==> src/rtl/sdram_seq_pkg.sv <==
package sdram_seq_pkg;

    // Active-low {cs_n, ras_n, cas_n, we_n}
    typedef enum logic [3:0] {
        CMD_MRS = 4'b0000,
        CMD_PRE = 4'b0010,
        CMD_ACT = 4'b0011,
        CMD_WR  = 4'b0100,
        CMD_RD  = 4'b0101,
        CMD_BST = 4'b0110,
        CMD_NOP = 4'b0111
    } sd_cmd_e;

    typedef enum logic [2:0] {
        S_RST_PALL,
        S_RST_MRS,
        S_IDLE,
        S_PRE,
        S_ACT,
        S_COL
    } seq_state_e;

    function automatic int max2(input int a, input int b);
        return (a > b) ? a : b;
    endfunction

endpackage

==> src/rtl/sdram_dly_cnt.sv <==
// Loadable down-counter that stops at zero; a command is allowed when it reads zero.
module sdram_dly_cnt #(
    parameter int W = 4
) (
    input  logic         clk,
    input  logic         rst_n,
    input  logic         load_i,
    input  logic [W-1:0] val_i,
    output logic [W-1:0] cnt_o
);

    logic [W-1:0] cnt_q;

    always_ff @(posedge clk or negedge rst_n) begin
        if (!rst_n) begin
            cnt_q <= '0;
        end else if (load_i) begin
            cnt_q <= val_i;
        end else if (cnt_q != '0) begin
            cnt_q <= cnt_q - 1'b1;
        end
    end

    assign cnt_o = cnt_q;

endmodule

==> src/rtl/sdram_bank_state.sv <==
// Open-row record and per-bank spacing timers for one bank.
module sdram_bank_state
    import sdram_seq_pkg::*;
#(
    parameter int ROW_W     = 13,
    parameter int T_RCD     = 3,
    parameter int T_RAS     = 6,
    parameter int T_RC      = 9,
    parameter int T_RP      = 3,
    parameter int BURST_LEN = 4
) (
    input  logic             clk,
    input  logic             rst_n,
    input  logic             act_i,
    input  logic             pre_i,
    input  logic             colap_i,
    input  logic [ROW_W-1:0] row_i,
    output logic             open_o,
    output logic [ROW_W-1:0] row_o,
    output logic             act_ok_o,
    output logic             pre_ok_o,
    output logic             col_ok_o,
    output logic             ap_ok_o
);

    localparam int AP_RP = BURST_LEN + T_RP;
    localparam int MAXV  = max2(max2(max2(T_RAS, T_RC), max2(T_RCD, AP_RP)), BURST_LEN);
    localparam int CW    = $clog2(MAXV + 1);

    logic             open_q;
    logic [ROW_W-1:0] row_q;
    logic [CW-1:0]    rcd_cnt;
    logic [CW-1:0]    ras_cnt;
    logic [CW-1:0]    rc_cnt;
    logic [CW-1:0]    rp_cnt;
    logic [CW-1:0]    rp_val;
    logic             rp_load;

    always_ff @(posedge clk or negedge rst_n) begin
        if (!rst_n) begin
            open_q <= 1'b0;
            row_q  <= '0;
        end else if (act_i) begin
            open_q <= 1'b1;
            row_q  <= row_i;
        end else if (pre_i || colap_i) begin
            open_q <= 1'b0;
        end
    end

    assign rp_load = pre_i | colap_i;
    assign rp_val  = colap_i ? CW'(AP_RP - 1) : CW'(T_RP - 1);

    sdram_dly_cnt #(.W(CW)) u_rcd (
        .clk(clk), .rst_n(rst_n), .load_i(act_i),
        .val_i(CW'(T_RCD - 1)), .cnt_o(rcd_cnt)
    );

    sdram_dly_cnt #(.W(CW)) u_ras (
        .clk(clk), .rst_n(rst_n), .load_i(act_i),
        .val_i(CW'(T_RAS - 1)), .cnt_o(ras_cnt)
    );

    sdram_dly_cnt #(.W(CW)) u_rc (
        .clk(clk), .rst_n(rst_n), .load_i(act_i),
        .val_i(CW'(T_RC - 1)), .cnt_o(rc_cnt)
    );

    sdram_dly_cnt #(.W(CW)) u_rp (
        .clk(clk), .rst_n(rst_n), .load_i(rp_load),
        .val_i(rp_val), .cnt_o(rp_cnt)
    );

    assign open_o   = open_q;
    assign row_o    = row_q;
    assign act_ok_o = !open_q && (rc_cnt == '0) && (rp_cnt == '0);
    assign pre_ok_o = (ras_cnt == '0);
    assign col_ok_o = open_q && (rcd_cnt == '0);
    // internal precharge starts BURST_LEN clocks after the column command
    assign ap_ok_o  = (ras_cnt < CW'(BURST_LEN));

endmodule

==> src/rtl/sdram_cmd_seq.sv <==
module sdram_cmd_seq
    import sdram_seq_pkg::*;
#(
    parameter int BA_W      = 2,
    parameter int ROW_W     = 13,
    parameter int COL_W     = 10,
    parameter int T_RCD     = 3,
    parameter int T_RP      = 3,
    parameter int T_RAS     = 6,
    parameter int T_RC      = 9,
    parameter int T_RRD     = 2,
    parameter int T_MRD     = 2,
    parameter int BURST_LEN = 4,
    parameter int CAS_LAT   = 3
) (
    input  logic             clk,
    input  logic             rst_n,
    input  logic             req_valid,
    output logic             req_ready,
    input  logic             req_write,
    input  logic             req_autopre,
    input  logic [BA_W-1:0]  req_bank,
    input  logic [ROW_W-1:0] req_row,
    input  logic [COL_W-1:0] req_col,
    output logic             init_done,
    output logic             sd_cs_n,
    output logic             sd_ras_n,
    output logic             sd_cas_n,
    output logic             sd_we_n,
    output logic [BA_W-1:0]  sd_ba,
    output logic [ROW_W-1:0] sd_addr
);

    localparam int NBANK  = 1 << BA_W;
    localparam int AP_BIT = 10;
    localparam int GMAX   = max2(max2(T_RRD, T_MRD), BURST_LEN);
    localparam int GW     = $clog2(GMAX + 1);
    localparam logic [ROW_W-1:0] MODE_WORD =
        ROW_W'((CAS_LAT << 4) | $clog2(BURST_LEN));

    seq_state_e state_q, state_d;

    logic             lat_wr, lat_ap;
    logic [BA_W-1:0]  lat_bank;
    logic [ROW_W-1:0] lat_row;
    logic [COL_W-1:0] lat_col;

    logic [NBANK-1:0] bk_open, bk_act_ok, bk_pre_ok, bk_col_ok, bk_ap_ok;
    logic [ROW_W-1:0] bk_row [NBANK];
    logic [NBANK-1:0] bk_act, bk_pre, bk_colap;

    logic fire_pall, fire_mrs, fire_pre, fire_act, fire_col;
    logic accept;

    logic [GW-1:0] rrd_cnt, mrd_cnt, blk_cnt;
    logic          rrd_clear, mrd_clear, blk_clear;

    sd_cmd_e          cmd_q;
    logic [BA_W-1:0]  ba_q;
    logic [ROW_W-1:0] addr_q;
    logic [ROW_W-1:0] col_addr;

    // ---------------- per-bank trackers ----------------
    generate
        for (genvar gi = 0; gi < NBANK; gi++) begin : g_bank
            assign bk_act[gi]   = fire_act && (lat_bank == BA_W'(gi));
            assign bk_pre[gi]   = fire_pall || (fire_pre && (lat_bank == BA_W'(gi)));
            assign bk_colap[gi] = fire_col && lat_ap && (lat_bank == BA_W'(gi));

            sdram_bank_state #(
                .ROW_W(ROW_W), .T_RCD(T_RCD), .T_RAS(T_RAS),
                .T_RC(T_RC), .T_RP(T_RP), .BURST_LEN(BURST_LEN)
            ) u_bank (
                .clk(clk),
                .rst_n(rst_n),
                .act_i(bk_act[gi]),
                .pre_i(bk_pre[gi]),
                .colap_i(bk_colap[gi]),
                .row_i(lat_row),
                .open_o(bk_open[gi]),
                .row_o(bk_row[gi]),
                .act_ok_o(bk_act_ok[gi]),
                .pre_ok_o(bk_pre_ok[gi]),
                .col_ok_o(bk_col_ok[gi]),
                .ap_ok_o(bk_ap_ok[gi])
            );
        end
    endgenerate

    // ---------------- shared timers ----------------
    sdram_dly_cnt #(.W(GW)) u_rrd (
        .clk(clk), .rst_n(rst_n), .load_i(fire_act),
        .val_i(GW'(T_RRD - 1)), .cnt_o(rrd_cnt)
    );

    sdram_dly_cnt #(.W(GW)) u_mrd (
        .clk(clk), .rst_n(rst_n), .load_i(fire_mrs),
        .val_i(GW'(T_MRD - 1)), .cnt_o(mrd_cnt)
    );

    sdram_dly_cnt #(.W(GW)) u_blk (
        .clk(clk), .rst_n(rst_n), .load_i(fire_col && lat_ap),
        .val_i(GW'(BURST_LEN - 1)), .cnt_o(blk_cnt)
    );

    assign rrd_clear = (rrd_cnt == '0);
    assign mrd_clear = (mrd_cnt == '0);
    assign blk_clear = (blk_cnt == '0);

    assign req_ready = (state_q == S_IDLE) && mrd_clear && blk_clear;
    assign accept    = req_valid && req_ready;
    assign init_done = (state_q != S_RST_PALL) && (state_q != S_RST_MRS);

    // ---------------- next state and command choice ----------------
    always_comb begin
        state_d   = state_q;
        fire_pall = 1'b0;
        fire_mrs  = 1'b0;
        fire_pre  = 1'b0;
        fire_act  = 1'b0;
        fire_col  = 1'b0;
        unique case (state_q)
            S_RST_PALL: begin
                fire_pall = 1'b1;
                state_d   = S_RST_MRS;
            end
            S_RST_MRS: begin
                if (&bk_act_ok) begin
                    fire_mrs = 1'b1;
                    state_d  = S_IDLE;
                end
            end
            S_IDLE: begin
                if (accept) begin
                    if (!bk_open[req_bank]) begin
                        state_d = S_ACT;
                    end else if (bk_row[req_bank] == req_row) begin
                        state_d = S_COL;
                    end else begin
                        state_d = S_PRE;
                    end
                end
            end
            S_PRE: begin
                if (bk_pre_ok[lat_bank]) begin
                    fire_pre = 1'b1;
                    state_d  = S_ACT;
                end
            end
            S_ACT: begin
                if (bk_act_ok[lat_bank] && rrd_clear) begin
                    fire_act = 1'b1;
                    state_d  = S_COL;
                end
            end
            S_COL: begin
                if (bk_col_ok[lat_bank] && blk_clear &&
                    (!lat_ap || bk_ap_ok[lat_bank])) begin
                    fire_col = 1'b1;
                    state_d  = S_IDLE;
                end
            end
            default: state_d = S_RST_PALL;
        endcase
    end

    // ---------------- state register ----------------
    always_ff @(posedge clk or negedge rst_n) begin
        if (!rst_n) begin
            state_q <= S_RST_PALL;
        end else begin
            state_q <= state_d;
        end
    end

    // ---------------- request latch ----------------
    always_ff @(posedge clk or negedge rst_n) begin
        if (!rst_n) begin
            lat_wr   <= 1'b0;
            lat_ap   <= 1'b0;
            lat_bank <= '0;
            lat_row  <= '0;
            lat_col  <= '0;
        end else if (accept) begin
            lat_wr   <= req_write;
            lat_ap   <= req_autopre;
            lat_bank <= req_bank;
            lat_row  <= req_row;
            lat_col  <= req_col;
        end
    end

    always_comb begin
        col_addr                = '0;
        col_addr[COL_W-1:0]     = lat_col;
        col_addr[AP_BIT]        = lat_ap;
    end

    // ---------------- registered command bus ----------------
    always_ff @(posedge clk or negedge rst_n) begin
        if (!rst_n) begin
            cmd_q  <= CMD_NOP;
            ba_q   <= '0;
            addr_q <= '0;
        end else begin
            cmd_q  <= CMD_NOP;
            ba_q   <= '0;
            addr_q <= '0;
            if (fire_pall) begin
                cmd_q          <= CMD_PRE;
                addr_q[AP_BIT] <= 1'b1;
            end else if (fire_mrs) begin
                cmd_q  <= CMD_MRS;
                addr_q <= MODE_WORD;
            end else if (fire_pre) begin
                cmd_q <= CMD_PRE;
                ba_q  <= lat_bank;
            end else if (fire_act) begin
                cmd_q  <= CMD_ACT;
                ba_q   <= lat_bank;
                addr_q <= lat_row;
            end else if (fire_col) begin
                cmd_q  <= lat_wr ? CMD_WR : CMD_RD;
                ba_q   <= lat_bank;
                addr_q <= col_addr;
            end
        end
    end

    assign {sd_cs_n, sd_ras_n, sd_cas_n, sd_we_n} = cmd_q;
    assign sd_ba   = ba_q;
    assign sd_addr = addr_q;

endmodule

==> config.mk <==
export PLATFORM = sky130hd
export DESIGN_NAME = sdram_cmd_seq
export DESIGN_NICKNAME = d
export VERILOG_FILES = /design/src/rtl/sdram_seq_pkg.sv /design/src/rtl/sdram_dly_cnt.sv /design/src/rtl/sdram_bank_state.sv /design/src/rtl/sdram_cmd_seq.sv
export SDC_FILE = /design/constraint.sdc
export NUM_CORES = 1
export LEC_CHECK = 0
export BUFFER_PORTS_ARGS = -buffer_cell sky130_fd_sc_hd__buf_2
export CORE_ASPECT_RATIO = 1.1
export CORE_MARGIN = 2
export CORE_UTILIZATION = 43
export CTS_CLUSTER_DIAMETER = 80
export DETAILED_ROUTE_END_ITERATION = 10
export HOLD_SLACK_MARGIN = 0.15
export PLACE_DENSITY = 0.59
export SLEW_MARGIN = 20
export SYNTH_ARGS = -nofsm -noshare
export SYNTH_HDL_FRONTEND = slang
export SYNTH_HIERARCHICAL = 1
export SYNTH_SLANG_ARGS = --single-unit
==> constraint.sdc <==
create_clock -name clk -period 5.4 [get_ports clk]
set_input_delay 0.27 -clock clk [delete_from_list [all_inputs] [get_ports clk]]
set_output_delay 0.27 -clock clk [all_outputs]
set_load 0.01 [all_outputs]
* Word level (Yosys, flattened, before mapping)
Index checks and enable logic that the tools add are counted.
** Storage, ports and cells
- Output and inout port bits :: 21
- Bits in registers :: 178
** Cells by class
- Bitwise gates (word level) :: 5
- Mux-type cells :: 98
- Equality and inequality tests :: 15
- Add/subtract/negate cells :: 19
- Reduce and logical (&&, ||, !) cells :: 112
- $lt $le $gt $ge :: 7
** Operator list (number)
- $mux 4 :: 32
- $mux 13 :: 5
- $logic_not 4->1 :: 16
- $reduce_bool 4->1 :: 16
- $sub 4x1->4 const B :: 16
- $mux 3 :: 21
- $reduce_bool 2->1 :: 23
- $logic_and 1x1->1 :: 32
- $bmux 13 s2 :: 1
- $mux 1 :: 24
- $pmux 3 s6 :: 1
- $lt 4x3->1 const B :: 4
- $mux 2 :: 7
- $eq 13x13->1 :: 1
- $logic_not 3->1 :: 4
- $reduce_bool 3->1 :: 4
- $mux 11 :: 1
- $bmux 1 s2 :: 5
- $mux 10 :: 1
- $ne 2x2->1 const B :: 5
- $logic_or 1x1->1 :: 9
- $sub 3x1->3 const B :: 3
- $eq 3x2->1 const B :: 2
- $eq 3x3->1 const B :: 2
- other kinds (12) :: 21

* Depth between registers and ports, before layout
- Word-level depth :: 13
- Gate-level depth with buffers :: 12

* Hierarchy
Netlist, hierarchy kept.
** By module, submodules not included
- sdram_dly_cnt (g_bank[0].u_bank.u_ras ...) :: cells an instance 23, instances 16, area each 249.0 um^2
- sdram_cmd_seq :: cells an instance 207, instances 1, area each 2645.0 um^2
- sdram_bank_state :: cells an instance 40, instances 4, area each 576.8 um^2
- sdram_dly_cnt (u_blk ...) :: cells an instance 20, instances 3, area each 196.4 um^2

* Worst setup path after synthesis
No wires, ideal clock.
- Path type :: register -> register
- From :: reg g_bank[1].u_bank.u_rp.cnt_q[1]
- To :: reg g_bank[0].u_bank.row_q[0]
- Setup time :: 125 ps
- Data required time :: 5275 ps
- Cell stages (with the launch flop) :: 8
- Setup slack :: 2321 ps
- Arrival time :: 2954 ps
- Path buffers :: 1
- Cells stage by stage :: dfrtp_1 > or4_4 > nor4_2 > mux4_2 > nand2_1 > nor4_1 > buf_2 > mux2_2
** On the way
- Cells in the longest elaborated chain, start to end :: 8
** RTL lines
- from (decl) :: RTL line sdram_dly_cnt.sv:12 : logic [W-1:0] cnt_q;
- from (signal assigned) :: RTL line sdram_dly_cnt.sv:18 : cnt_q <= val_i;
- from (signal assigned) :: RTL line sdram_dly_cnt.sv:20 : cnt_q <= cnt_q - 1'b1;
- $logic_not 4->1 :: RTL line sdram_bank_state.sv:76 : assign act_ok_o = !open_q && (rc_cnt == '0) && (rp_cnt == '0);
- $logic_and 1x1->1 :: RTL line sdram_bank_state.sv:76
- net bk_act_ok[1] :: RTL line sdram_cmd_seq.sv:48 : logic [NBANK-1:0] bk_open, bk_act_ok, bk_pre_ok, bk_col_ok, bk_ap_ok;
- $bmux 1 s2 :: RTL line sdram_cmd_seq.sv:151 : if (bk_act_ok[lat_bank] && rrd_clear) begin
- $mux 1 (not written as such) :: RTL line sdram_cmd_seq.sv:151
- $logic_and 1x1->1 :: RTL line sdram_cmd_seq.sv:151
- $mux 1 :: RTL line sdram_cmd_seq.sv:151
- $mux 1 :: RTL line sdram_cmd_seq.sv:122 : unique case (state_q)
- $logic_and 1x1->1 :: RTL line sdram_cmd_seq.sv:66 : assign bk_act[gi] = fire_act && (lat_bank == BA_W'(gi));
- net bk_act[0] :: RTL line sdram_cmd_seq.sv:50 : logic [NBANK-1:0] bk_act, bk_pre, bk_colap;
- to (signal assigned) :: RTL line sdram_bank_state.sv:45 : row_q <= row_i;
- to (decl) :: RTL line sdram_bank_state.sv:31 : logic [ROW_W-1:0] row_q;
The timed path passes the listed nets, and every way through them passes these cells. The select of a mux whose other input is x is not followed.
A chain may end at the register's enable or synchronous reset.

* Worst setup path in the final report
- From :: reg g_bank[0].u_bank.u_rp.cnt_q[1]
- To :: reg g_bank[1].u_bank.u_rcd.cnt_q[3]
** On the way
- Cells in the longest elaborated chain, start to end :: 9
- Elaborated cells on any way between the ends :: 10
** RTL lines (RTL line)
- from (decl) :: sdram_dly_cnt.sv:12
- from (signal assigned) :: sdram_dly_cnt.sv:18
- from (signal assigned) :: sdram_dly_cnt.sv:20
- $logic_not 4->1 * :: sdram_bank_state.sv:76
- $logic_and 1x1->1 * :: sdram_bank_state.sv:76
- net bk_act_ok[0] :: sdram_cmd_seq.sv:48
- $bmux 1 s2 * :: sdram_cmd_seq.sv:151
- $mux 1 (not written as such) * :: sdram_cmd_seq.sv:151
- $logic_and 1x1->1 * :: sdram_cmd_seq.sv:151
- $mux 1 * :: sdram_cmd_seq.sv:151
- $mux 1 * :: sdram_cmd_seq.sv:122
- $logic_and 1x1->1 * :: sdram_cmd_seq.sv:66
- net bk_act[1] :: sdram_cmd_seq.sv:50
- $mux 4 / $reduce_bool 2->1 (equally long branches)
- to (signal assigned) :: sdram_dly_cnt.sv:18
- to (signal assigned) :: sdram_dly_cnt.sv:20
- to (decl) :: sdram_dly_cnt.sv:12
Mark *: on every way through the listed nets, which the timed path passes. The rest lies on a longest branch. The select of a mux whose other input is x is not followed.

==> reports/qor.yml <==
cap_violations: 0
gr-total-overflow: 0
tns_ns: 0
multi_input_area_um2: 4980
async_flop_share_pct: 100
cts.clk_slew.worst_paths_ns: 0.08
via_per_inst: 5.03
place.gp.congestion: 0.748
ys_ff_latch: 177
wl_met2_mm: 8.89
crit_required_ns: 5.72
yosys_most_used_dff: "dfrtp_1"
numCtsBuffers: 17
drtAntennaViolNets: 0
netlist.area_leader.share_pct: 45.7
drive_above_1_share_pct: 25.2
dp_hpwl_mm: 12.6
wire_per_inst_um: 15.5
cts_resized: 0
cp-end-kind: "flop"
min_period_over_period_pct: 65.0
netlist_top_cells_area: "dfrtp_1 (46%), mux2_2 (8.4%), ha_1 (5.0%)"
root_buffer: "clkbuf_16"
grt_max_degree: 76
synth.distinct_cells: 52
synth_area_um2: 9530
clkLatencyLatePin_ns: 0.44
ys_warn_count: 6
top_layer: "met4"
fmax_mhz: 285
ir_drop_mv: 0.192
antenna_found_initial: 1
drc: 0
first_pass_iters: 4
finalSetupViolations: 0
path_max_fanout: 31
fp.dieArea_um2: 23400
worstPathCellList: "or4_4, nor4_2, mux4_2, nand2_1, nor3_2, buf_4, nor3_1, a221o_1"
drt_wl_total_mm: 19.1
worst_pin_slew_ns: 0.777
critPathArrivalTime_ns: 3.83
core_um2: 21900
max_stage_delay_ns: 0.66
rsz0062_at_grt: "no"
regArea_um2: 4430
fin_nets: 990
ys_seq_area_share_pct: 46.5
fin_cells: 1231
syn_to_final_growth_pct: 17.4
place_inst: 1173
leakagePower_nw: 5.30
max-clock-path-buffers: 2
placementRows: 57
fin_skew_ns: 0.0198
cp_slowest_cell: "nor3_2"
worstHoldPathType: "input pin to flop"
synth_area_leader_cell: "dfrtp_1"
cts_setup_buffers: 0
syn_inst: 795
critPathTopFamily: "simple AND/OR/NAND/NOR gates"
grt_use_total_pct: 17.4
grt_pass1_wl_mm: 32.3
wl_met1_mm: 9.34
fp.dieW_um: 146
route.vias.total: 6192
critPathLaunchType: "flop"
dr.first_iter.drc_count: 311
relSlewSlack_pct: 48.2
clock_sink_count: 177
final.min_clock_period_ns: 3.51
io_buffers: 49
tritoncts: "yes"
grt_pass1_vias: 6307
critPathKind: "flop to flop"
drv_slew: 0
nFillCells: 1960
syn_area_per_cell_um2: 12.0
hold_viol_final: 0
status: "finished, final reports clean"
synth_enable_flop_cells: 0
wl_met3_um: 556
start_util_pct: 43.5
p_per_area_nw_per_um2: 425
critPathBufInv: 1
die_y_um: 160
htreeDepth: 4
ios: 51
[synth_stat cells (10+ instances only)]
library cell  instances
clkbuf_2             16
mux2_4               16
dfrtp_1             174
nor2b_1              12
nor3b_4              16
nand2b_1             10
mux2_2               71
o21ai_1              16
nand2_1              55
o21ai_2              16
nor2_1               18
xnor2_1              38
inv_1                52
o31ai_1              18
a221o_1              19
buf_2                11
conb_1               10
nor3b_1              16
nor3_1               38
nor4_1               12
ha_1                 38
[registers in the layout, indices dropped and copies added (netlist names), 10 cells and up]
register and count:
g_bank.u_bank/u_rc/cnt_o 16, g_bank.u_bank/u_ras/cnt_o 16, g_bank.u_bank/row_o 52, g_bank.u_bank/u_rcd/cnt_o 16
sd_addr 13, g_bank.u_bank/u_rp/cnt_o 16, lat_row 13, lat_col 10
[per-layer routing]
layer	vias up	global-route usage [%]
met5	-	0
met4	0	5.84
met3	20	3.57
met2	79	27.6
met1	3041	23.9
li1	3052	-
[through the flow]
| stage | util, % | instance area, um^2 | total power, mW | hold WS [ns] | setup WS [ns] |
|---|---|---|---|---|---|
| 3_3_place_gp | 46.9 | 10300 | 3.43 | 0.352 | 1.97 |
| 5_1_grt | 51.1 | 11200 | 5.09 | 0.167 | 1.75 |
| 4_1_cts | 51.0 | 11200 | 4.81 | 0.162 | 1.89 |
| 3_5_place_dp | 46.9 | 10300 | 3.45 | 0.350 | 1.92 |
| 2_1_floorplan | - | 9750 | 3.14 | -0.0256 | 2.32 |
| 6_report | 51.1 | 11200 | 4.75 | 0.179 | 1.89 |
[cell type report]
class | count | area share (%)
multi-input cells | 592 | 44.5
flip-flops and latches | 177 | 39.6
diodes | 1 | 0.0224
clock buffers | 17 | 3.80
repair buffers | 82 | 5.02
inverters | 52 | 1.74
well taps | 295 | 3.30
clock inverters | 15 | 1.99
[cells in the final DEF, fill, tap and decap left out, drive strengths merged, types with 25 or more instances in the layout]
master	instances
xnor2	38
nand2	55
ha	38
conb	70
inv	59
dfrtp	174
nor3	38
o21ai	38
buf	57
nor3b	32
mux2	95
dlygate4sd3	25
[worst paths after layout]
kind | startpoint | end | slack [ns] | cells after the start
worst max-delay path | g_bank[0].u_bank/u_rp/cnt_o[1] | g_bank[1].u_bank/u_rcd/cnt_o[3] | 1.89 | 8
min in group asynchronous | rst_n | u_blk/cnt_o[2] | 0.42 | 2
worst max register to register | g_bank[0].u_bank/u_rp/cnt_o[1] | g_bank[1].u_bank/u_rcd/cnt_o[3] | 1.89 | 8
worst min register to register | lat_wr | cmd_q[0] | 0.41 | 1
worst min-delay path | req_row[3] | lat_row[3] | 0.18 | 2
max in group asynchronous | rst_n | g_bank[3].u_bank/row_o[5] | 3.69 | 3
[where the power goes]
group | switching, mW | internal, mW | total (mW)
logic | 0.703 | 0.841 | 1.54
clock network | 0.635 | 0.686 | 1.32
registers | 0.291 | 1.60 | 1.89
[logic make-up after synthesis]
kind of cell,Yosys count,share of synthesized area (%)
compound gates,104,8.39
xor+xnor,47,4.32
fa+ha+maj,38,4.99
buf+inv,86,4.03
flops,177,46.5
mux,115,16.3
other cells,10,0.394
simple gates,218,15.0
[repair_timing]
action	4_1_cts	5_1_grt
hold buffers	25	0
hold endpoints to repair	95	0
setup endpoints to repair	0	0
Power figures use the tool's default switching activity.
